<file path="src/rtl/supv_pkg.sv">
package supv_pkg;

  typedef enum logic [1:0] {
    SV_OFF  = 2'd0,
    SV_HOLD = 2'd1,
    SV_RUN  = 2'd2
  } supv_state_e;

  function automatic int cnt_width(input int n);
    return (n > 2) ? $clog2(n) : 1;
  endfunction

endpackage

</file>
<file path="src/rtl/supv_sync.sv">
module supv_sync #(
  parameter int   STAGES = 2,
  parameter logic IDLE   = 1'b0
) (
  input  logic clk,
  input  logic rst_n,
  input  logic din,
  output logic dout
);

  logic [STAGES-1:0] chain_q;
  logic [STAGES-1:0] chain_d;

  always_comb begin
    chain_d[0] = din;
    for (int i = 1; i < STAGES; i++) chain_d[i] = chain_q[i-1];
  end

  generate
    for (genvar g = 0; g < STAGES; g++) begin : g_stage
      always_ff @(posedge clk or negedge rst_n) begin
        if (!rst_n) chain_q[g] <= IDLE;
        else        chain_q[g] <= chain_d[g];
      end
    end
  endgenerate

  assign dout = chain_q[STAGES-1];

endmodule

</file>
<file path="src/rtl/supv_edge.sv">
module supv_edge #(
  parameter logic FALLING = 1'b1,
  parameter logic IDLE    = 1'b1
) (
  input  logic clk,
  input  logic rst_n,
  input  logic din,
  input  logic mask,
  output logic pulse
);

  logic prev_q;
  logic seen;

  always_ff @(posedge clk or negedge rst_n) begin
    if (!rst_n) prev_q <= IDLE;
    else        prev_q <= din;
  end

  generate
    if (FALLING) begin : g_fall
      assign seen = prev_q & ~din;
    end else begin : g_rise
      assign seen = ~prev_q & din;
    end
  endgenerate

  assign pulse = seen & ~mask;

endmodule

</file>
<file path="src/rtl/supv_tick_cnt.sv">
module supv_tick_cnt
  import supv_pkg::*;
#(
  parameter int LIMIT = 8,
  localparam int W    = cnt_width(LIMIT)
) (
  input  logic         clk,
  input  logic         rst_n,
  input  logic         clr,
  input  logic         en,
  output logic [W-1:0] cnt,
  output logic         last
);

  localparam logic [W-1:0] LAST_VAL = W'(LIMIT - 1);

  logic [W-1:0] cnt_q;
  logic [W-1:0] cnt_d;

  assign last = (cnt_q == LAST_VAL);

  always_comb begin
    cnt_d = cnt_q;
    if (clr)     cnt_d = '0;
    else if (en) cnt_d = last ? '0 : cnt_q + 1'b1;
  end

  always_ff @(posedge clk or negedge rst_n) begin
    if (!rst_n) cnt_q <= '0;
    else        cnt_q <= cnt_d;
  end

  assign cnt = cnt_q;

endmodule

</file>
<file path="src/rtl/supv_reset_ctrl.sv">
module supv_reset_ctrl
  import supv_pkg::*;
#(
  parameter int WD_TICKS    = 8000,
  parameter int HOLD_TICKS  = 1000,
  parameter int SYNC_STAGES = 2
) (
  input  logic clk,
  input  logic rst_n,
  input  logic tick,
  input  logic supply_ok,
  input  logic wd_strobe,
  input  logic ext_rst_n,
  input  logic ext_rst,
  input  logic mem_ack,
  output logic sys_rst_n,
  output logic sys_rst
);

  localparam int WD_W   = cnt_width(WD_TICKS);
  localparam int HOLD_W = cnt_width(HOLD_TICKS);

  supv_state_e state_q, state_d;
  logic        hold_fin_q, hold_fin_d;
  logic        in_run, in_hold;
  logic        strobe_s, extn_s, exth_s;
  logic        strobe_fall, extn_fall, exth_rise;
  logic        ext_edge, ext_held;
  logic        wd_clr, wd_last, hold_last;
  logic [WD_W-1:0]   wd_cnt;
  logic [HOLD_W-1:0] hold_cnt;
  logic        rst_act;

  assign in_run  = (state_q == SV_RUN);
  assign in_hold = (state_q == SV_HOLD);

  // input synchronizers
  supv_sync #(.STAGES(SYNC_STAGES), .IDLE(1'b1)) u_sync_strobe (
    .clk(clk), .rst_n(rst_n), .din(wd_strobe), .dout(strobe_s));
  supv_sync #(.STAGES(SYNC_STAGES), .IDLE(1'b1)) u_sync_extn (
    .clk(clk), .rst_n(rst_n), .din(ext_rst_n), .dout(extn_s));
  supv_sync #(.STAGES(SYNC_STAGES), .IDLE(1'b0)) u_sync_exth (
    .clk(clk), .rst_n(rst_n), .din(ext_rst), .dout(exth_s));

  // edge detectors; reset-input edges are masked while outputs are active
  supv_edge #(.FALLING(1'b1), .IDLE(1'b1)) u_edge_strobe (
    .clk(clk), .rst_n(rst_n), .din(strobe_s), .mask(1'b0), .pulse(strobe_fall));
  supv_edge #(.FALLING(1'b1), .IDLE(1'b1)) u_edge_extn (
    .clk(clk), .rst_n(rst_n), .din(extn_s), .mask(~in_run), .pulse(extn_fall));
  supv_edge #(.FALLING(1'b0), .IDLE(1'b0)) u_edge_exth (
    .clk(clk), .rst_n(rst_n), .din(exth_s), .mask(~in_run), .pulse(exth_rise));

  assign ext_edge = extn_fall | exth_rise;
  assign ext_held = ~extn_s | exth_s;

  // next-state logic
  always_comb begin
    state_d    = state_q;
    hold_fin_d = hold_fin_q;
    case (state_q)
      SV_OFF: begin
        if (supply_ok) begin
          state_d    = SV_HOLD;
          hold_fin_d = 1'b0;
        end
      end
      SV_HOLD: begin
        if (tick && hold_last && !hold_fin_q) hold_fin_d = 1'b1;
        if (hold_fin_d && !ext_held) state_d = SV_RUN;
      end
      SV_RUN: begin
        if (ext_edge || (tick && wd_last)) begin
          state_d    = SV_HOLD;
          hold_fin_d = 1'b0;
        end
      end
      default: state_d = SV_OFF;
    endcase
    if (!supply_ok) begin
      state_d    = SV_OFF;
      hold_fin_d = 1'b0;
    end
  end

  always_ff @(posedge clk or negedge rst_n) begin
    if (!rst_n) begin
      state_q    <= SV_OFF;
      hold_fin_q <= 1'b0;
    end else begin
      state_q    <= state_d;
      hold_fin_q <= hold_fin_d;
    end
  end

  // interval counters
  assign wd_clr = (state_d != SV_RUN) | strobe_fall | mem_ack;

  supv_tick_cnt #(.LIMIT(WD_TICKS)) u_wd_cnt (
    .clk(clk), .rst_n(rst_n), .clr(wd_clr), .en(tick & in_run),
    .cnt(wd_cnt), .last(wd_last));

  supv_tick_cnt #(.LIMIT(HOLD_TICKS)) u_hold_cnt (
    .clk(clk), .rst_n(rst_n), .clr(~in_hold), .en(tick & ~hold_fin_q),
    .cnt(hold_cnt), .last(hold_last));

  // outputs: supply loss acts without waiting for a clock edge
  assign rst_act   = ~supply_ok | ~in_run;
  assign sys_rst   = rst_act;
  assign sys_rst_n = ~rst_act;

endmodule

</file>
<file path="config.mk">
export PLATFORM = sky130hd
export DESIGN_NAME = supv_reset_ctrl
export DESIGN_NICKNAME = d
export VERILOG_FILES = /design/src/rtl/supv_pkg.sv /design/src/rtl/supv_sync.sv /design/src/rtl/supv_edge.sv /design/src/rtl/supv_tick_cnt.sv /design/src/rtl/supv_reset_ctrl.sv
export SDC_FILE = /design/constraint.sdc
export NUM_CORES = 1
export LEC_CHECK = 0
export ABC_CLOCK_PERIOD_IN_PS = 5060
export CAP_MARGIN = 20
export CORE_ASPECT_RATIO = 2
export CORE_MARGIN = 2
export CORE_UTILIZATION = 53
export DETAILED_ROUTE_END_ITERATION = 16
export DONT_BUFFER_PORTS = 1
export PLACE_DENSITY = 0.79
export SLEW_MARGIN = 10
export SYNTH_ARGS = -nofsm -noshare
export SYNTH_HDL_FRONTEND = slang
export SYNTH_SLANG_ARGS = --single-unit
</file>
<file path="constraint.sdc">
create_clock -name clk -period 5.06 [get_ports clk]
set_clock_uncertainty 0.1 [all_clocks]
set_input_delay 0 -clock clk [delete_from_list [all_inputs] [get_ports clk]]
set_output_delay 0 -clock clk [all_outputs]
set_load 0.05 [all_outputs]
</file>
After elaboration in Yosys (flattened, before gate mapping)
Cells that the tools add are included.

Flip-flop bits (word level): 35. Output and inout port bits: 2.

$add $sub $neg: 2. Equal/unequal tests: 8. Mux-type cells: 15. Bitwise gates (word level): 19. Reductions and logical operators: 10.

Operators with widths (number): 13-bit 2-to-1 mux (3); 10-bit 2-to-1 mux (3); 13-bit by 1-bit adder with 13-bit output (second input constant) (1); 13-bit equality test (second input constant) (1); 10-bit by 1-bit adder with 10-bit output (second input constant) (1); 10-bit equality test (second input constant) (1); 1-bit bitwise AND (7); 1-bit NOT (7); 2-bit 2-to-1 mux (3); 2-bit case mux with 3 select lines (1); 1-bit bitwise OR (5); 1-bit logical AND (4); 1-bit 2-to-1 mux (4); 4-bit by 1-bit != test with 1-bit output (second input constant) (1); 3-bit by 2-bit != test with 1-bit output (second input constant) (1); 1-bit case mux with 3 select lines (1); 2-bit by 1-bit equality test with 1-bit output (second input constant) (1); 2-bit equality test (second input constant) (1); 1-bit logical NOT (2); 2-bit logical NOT (1); 2-bit by 1-bit != test with 1-bit output (second input constant) (1); 2-bit != test (second input constant) (1); 2-bit AND reduction (1); 2-bit nonzero test (1); 1-bit logical OR (1).

Longest topological paths before layout
Depth in word-level cells: 13. Gate-level depth with buffers: 7. Mapped depth without buffers: 6.

By module
Synthesis repeated with hierarchy kept, for this count alone.

Cells, all modules: 182. Area, all modules: 1838.0 µm².

Modules (own cells, without submodules): supv_tick_cnt at u_wd_cnt (instances 1, cells each 83, area an instance 759.5 µm², seq. area each 325.3 µm²); supv_tick_cnt at u_hold_cnt (instances 1, cells each 57, area an instance 574.3 µm², seq. area each 250.2 µm²); supv_reset_ctrl (instances 1, cells each 30, area an instance 234.0 µm², seq. area each 75.1 µm²); supv_sync at u_sync_extn ... (instances 2, cells each 2, area an instance 52.6 µm², seq. area each 52.6 µm²); supv_edge at u_edge_extn ... (instances 2, cells each 2, area an instance 38.8 µm², seq. area each 26.3 µm²); supv_sync at u_sync_exth (instances 1, cells each 2, area an instance 50.0 µm², seq. area each 50.0 µm²); supv_edge at u_edge_exth (instances 1, cells each 2, area an instance 37.5 µm², seq. area each 25.0 µm²).

Worst setup path before layout
Ideal clock, no wire load.

Kind: register to register. From: register u_hold_cnt.cnt_q[0] (netlist: u_hold_cnt.cnt[0]). To: register u_hold_cnt.cnt_q[7] (netlist: u_hold_cnt.cnt[7]). Setup time: 126 ps. Arrival time: 1469 ps. Path slack: 3365 ps. Stages on the path, launching flop included: 7. Path buffers: 0. Cells stage by stage: dfrtp_1 ha_1 and2_1 nand3_1 o21ai_1 inv_1 a311o_1.

Longest elaborated chain between the ends: 4. Elaborated cells on any way between the ends: 5. Classes of those cells: 1 x add/sub; 1 x eq/ne; 3 x mux.

Ends and longest elaborated chain: start: declaration (line supv_tick_cnt.sv:17) `logic [W-1:0] cnt_q;`; start signal: assignment (line supv_tick_cnt.sv:30) `else cnt_q <= cnt_d;`; 10-bit by 1-bit adder with 10-bit output / 10-bit equality test (equally long branches) (line supv_tick_cnt.sv:25, supv_tick_cnt.sv:20); 10-bit 2-to-1 mux (*) (2 in series) (line supv_tick_cnt.sv:25) `else if (en) cnt_d = last ? '0 : cnt_q + 1'b1;`; 10-bit 2-to-1 mux (*) (line supv_tick_cnt.sv:24) `if (clr) cnt_d = '0;`.

Mark *: on every way between the ends. The rest lies on a longest branch, timed or not. The select of a mux whose other input is x is not followed. A chain may end at the register's enable or synchronous reset.

Final worst setup path
From: register state_q[1]. To: register state_q[1].

Longest elaborated chain between the ends: 7. Elaborated cells on any way between the ends: 11. Classes of those cells: 2 x eq/ne; 4 x mux; 3 x bitwise; 2 x reduce/logical.

Ends and longest elaborated chain: start: declaration (line supv_reset_ctrl.sv:23) `supv_state_e state_q, state_d;`; start signal: assignment (line supv_reset_ctrl.sv:90) `state_q <= state_d;`; 2-bit equality test (line supv_reset_ctrl.sv:34, supv_reset_ctrl.sv:60); 1-bit bitwise AND (line supv_edge.sv:28) `assign pulse = seen & ~mask;`; 1-bit bitwise OR (line supv_reset_ctrl.sv:53) `assign ext_edge = extn_fall | exth_rise;`; 1-bit logical OR (line supv_reset_ctrl.sv:72) `if (ext_edge || (tick && wd_last)) begin`; 2-bit 2-to-1 mux (line supv_reset_ctrl.sv:72); 2-bit case mux with 3 select lines (*) (line supv_reset_ctrl.sv:60) `case (state_q)`; 2-bit 2-to-1 mux (*) (line supv_reset_ctrl.sv:79) `if (!supply_ok) begin`; via state_d[1] (line supv_reset_ctrl.sv:23).

The timed path passes the listed nets; every way through them passes the cells marked *.

==> metrics.md <==
| Metric | Value |
|---|---|
| PD cells | `between 200 and 300 mW/mm^2` |
| Worst Tran Pin Value | `slightly above 0.5 ns` |
| FFs w/ async S/R, synth | `1.00` |
| Crit-path leading delay family | `buffers and inverters` |
| Max VDD drop | `between 200 and 300 uV` |
| Post-synth EDFFs | `0` |
| Number of global-route vias before repair | `roughly 1300` |
| Commonest non-fill, non-tap cells in the layout | `29 x dfrtp_1, 27 x nor2_1, 14 x nand3_1` |
| Most Crowded Layer GR | `met2` |
| Critical path fanouts, max | `10` |
| Flop and latch count out of synthesis | `35` |
| WL per Instance | `between 15 and 20 um` |
| Die H | `approximately 84 um` |
| Top area cells in the synthesized netlist | `dfrtp_1 43%, dfstp_2 9.3%, nor2_1 6.0%, nand3_1 4.1%, xnor2_1 4.1%` |
| RSZ-0062 raised after global routing | `no` |
| CTS tree | `yes` |
| Grt met1 use | `0.209` |
| I/O Buffers | `0` |
| Largest net degree at the start of global routing | `36` |
| CTS Buffer Depth | `2` |
| DRT iter0 DRCs | `25` |
| Post-synthesis sequential area ratio | `0.520` |
| Setup crit end kind | `flop` |
| Post-synth top area share | `0.427` |
| Max Fclk | `0.442 GHz` |
| Final Hold Viols | `0` |
| Mapped Avg Cell Area | `a little over 10 sq um` |
| Worst path slowest cell | `dfrtp_1` |
| # clock sinks | `35` |
| Initial antenna violation count | `0` |
| Tcrit/Tclk final | `0.447` |
| Largest area contributor in the netlist | `dfrtp_1` |
| Final setup fails | `0` |
| LEAKAGE | `0.000773 uW` |
| Starting Density | `0.544` |
| Worst R2R Path Depth | `5` |
| Layout Area Growth over Synthesis | `12.0%` |
| Vias | `roughly 1200` |
| Tmin final | `2.26 ns` |
| Worst skew pair latency | `approximately 0.28 ns` |
| Setup bufs post-CTS | `0` |
| Cell count after synthesis | `about 170` |
| Post-DR vias/cell | `around 6` |
| M2 GR Usage | `0.350` |
| Post-Route Utilization | `0.609` |
| CTS H-Tree Depth | `2` |
| Worst hold-check path type | `in2async` |
| Nets | `around 190` |
| Post-synth cell types | `40` |
| Die ar. | `about 0.0037 sq mm` |
| Hold_ws | `about 0.064 ns` |
| Required time worst endpoint | `~5.2 ns` |
| DR pass1 iterations | `4` |
| Reg2Reg Launch Point | `state_q[1]$_DFF_PN0_` |
| Num CTS Buffers | `5` |
| Outcome | `completed` |
| Max Cap Viol | `0` |
| Crit path cell chain | `nor2b_1, inv_1, a311oi_1, o21a_1, dlygate4sd3_1` |
| GP Congestion | `0.871` |
| Layout cells sized above 1 | `0.106` |
| Reg-to-Reg End | `state_q[1]$_DFF_PN0_` |
| Crit start category | `flop` |
| Post-route cell area | `0.00190 sq mm` |
| Post-CTS Resized | `0` |
| DRT Wirelength | `between 3 and 4 mm` |
| Met3 usage | `0.0476` |
| Mapped Nets | `roughly 180` |
| Die W | `approximately 44 um` |
| Post-DP Area | `about 0.0017 sq mm` |
| Yosys warns | `0` |
| Post-synth top flop | `dfrtp_1` |
| DRC | `0` |
| Slew Limit Fails | `0` |
| First-pass GRT wire length | `5.55 mm` |
| Rel. slew slack | `0.659` |
| Setup TNS | `0 ns` |
| Total global-route track usage | `0.203` |
| # IOs | `10` |
| Setup CP Type | `reg2reg` |
| Total global routing overflow | `0` |
| R2R setup slack | `2.80 ns` |
| Core region area | `roughly 0.0031 sq mm` |
| CP Buf/Inv Count | `2` |
| Critical path depth in cells | `5` |
| Most common cell after layout, fill and taps aside | `dfrtp_1` |
| Row count | `29` |
| Mapped Area | `0.00170 sq mm` |
| Clock-pin transition on the worst setup and hold timing paths | `roughly 0.060 ns` |
| Final ANT Viol Nets | `0` |
| CTS root buf | `clkbuf_8` |
| Diodes inserted | `0` |
| Arrival @ worst endpoint | `about 2.4 ns` |
| CP peak stage delay | `0.55 ns` |
| Detailed placement HPWL | `between 2 and 2.5 mm` |
## how the worst max path moves through the flow
stage                                             start                            end  slack [ns]
after global placement    u_hold_cnt.cnt[0]$_DFFE_PN0P_  u_hold_cnt.cnt[7]$_DFFE_PN0P_        3.16
after global routing               state_q[1]$_DFF_PN0_           state_q[1]$_DFF_PN0_        2.74
after CTS                          state_q[1]$_DFF_PN0_           state_q[1]$_DFF_PN0_        2.85
after floorplan           u_hold_cnt.cnt[0]$_DFFE_PN0P_  u_hold_cnt.cnt[7]$_DFFE_PN0P_        3.37
final                              state_q[1]$_DFF_PN0_           state_q[1]$_DFF_PN0_        2.80
after detailed placement    u_wd_cnt.cnt[9]$_DFFE_PN0P_    u_wd_cnt.cnt[2]$_DFFE_PN0P_        3.07
## cells in the mapped netlist (2+ instances only)
cell type / instances
nor2b_1: 4
nand4_1: 2
a311oi_1: 2
xor2_1: 8
nand3_1: 14
nand2b_1: 2
ha_1: 2
xnor2_1: 8
and4_1: 2
nor3b_1: 3
nand2_1: 13
dfstp_2: 6
o21a_1: 2
a21oi_1: 8
inv_1: 7
buf_4: 2
nor3_1: 5
nor2_1: 27
dfrtp_1: 29
a211oi_1: 2
## area by class of cell
type | count | area (sq um)
multi-input combinational | 121 | 753
fill | 249 | 1220
inverter | 7 | 26.3
sequential | 35 | 883
timing repair buffer | 9 | 100
clock buffer | 8 | 100
tap | 31 | 38.8
## worst register-to-register path: stages (launching register included)
cell           delay, ns
dfrtp_1             0.55
nor2b_1             0.36
inv_1               0.08
a311oi_1            0.38
o21a_1              0.18
dlygate4sd3_1       0.55
## cell families after synthesis
family / count (synthesis) / synth area share
buffers and inverters: 12 / 0.0361
xor gates and xnor gates: 16 / 0.0825
adders and majority gates: 2 / 0.0147
DFF: 35 / 0.520
AOI/OAI and AO/OA: 23 / 0.0936
and+or+nand+nor: 80 / 0.253
## where the power goes
part	internal, uW	switching [uW]	leakage (uW)
logic	9.36	13.7	0.000264
registers	287	3.73	0.000458
clock network	124	91.4	0.0000515
total	420	109	0.000773
## registers in the layout, summed over array words and instances, names as in the netlist
name                   flops
u_edge_extn.prev_q         1
u_sync_strobe.dout         1
u_edge_exth.prev_q         1
u_sync_extn.chain_d        1
u_sync_exth.chain_d        1
state_q                    2
u_sync_exth.dout           1
u_sync_strobe.chain_d      1
u_edge_strobe.prev_q       1
hold_fin_q                 1
u_wd_cnt.cnt              13
u_sync_extn.dout           1
u_hold_cnt.cnt            10
## metrics by stage
stage / std cells / total power (uW) / setup slack (ns)
final: 211 / 529 / 2.80
after global routing: 211 / 550 / 2.74
after CTS: 211 / 536 / 2.85
after detailed placement: 194 / 306 / 3.07
after global placement: 194 / 306 / 3.16
after floorplan: 168 / 305 / 3.37
## routing by layer
| layer | up-vias | wire (um) |
|---|---|---|
| li1 | 598 | - |
| met1 | 617 | 1190 |
| met2 | 18 | 1800 |
| met3 | 8 | 92 |
| met4 | 0 | 100 |
| met5 | - | 0 |
## repair_timing
action | in CTS | in global routing
setup endpoints to repair | 0 | 0
hold buffers | 9 | 0
endpoints found under the hold margin | 56 | 0
No activity file was read; power rests on OpenSTA's default activity.
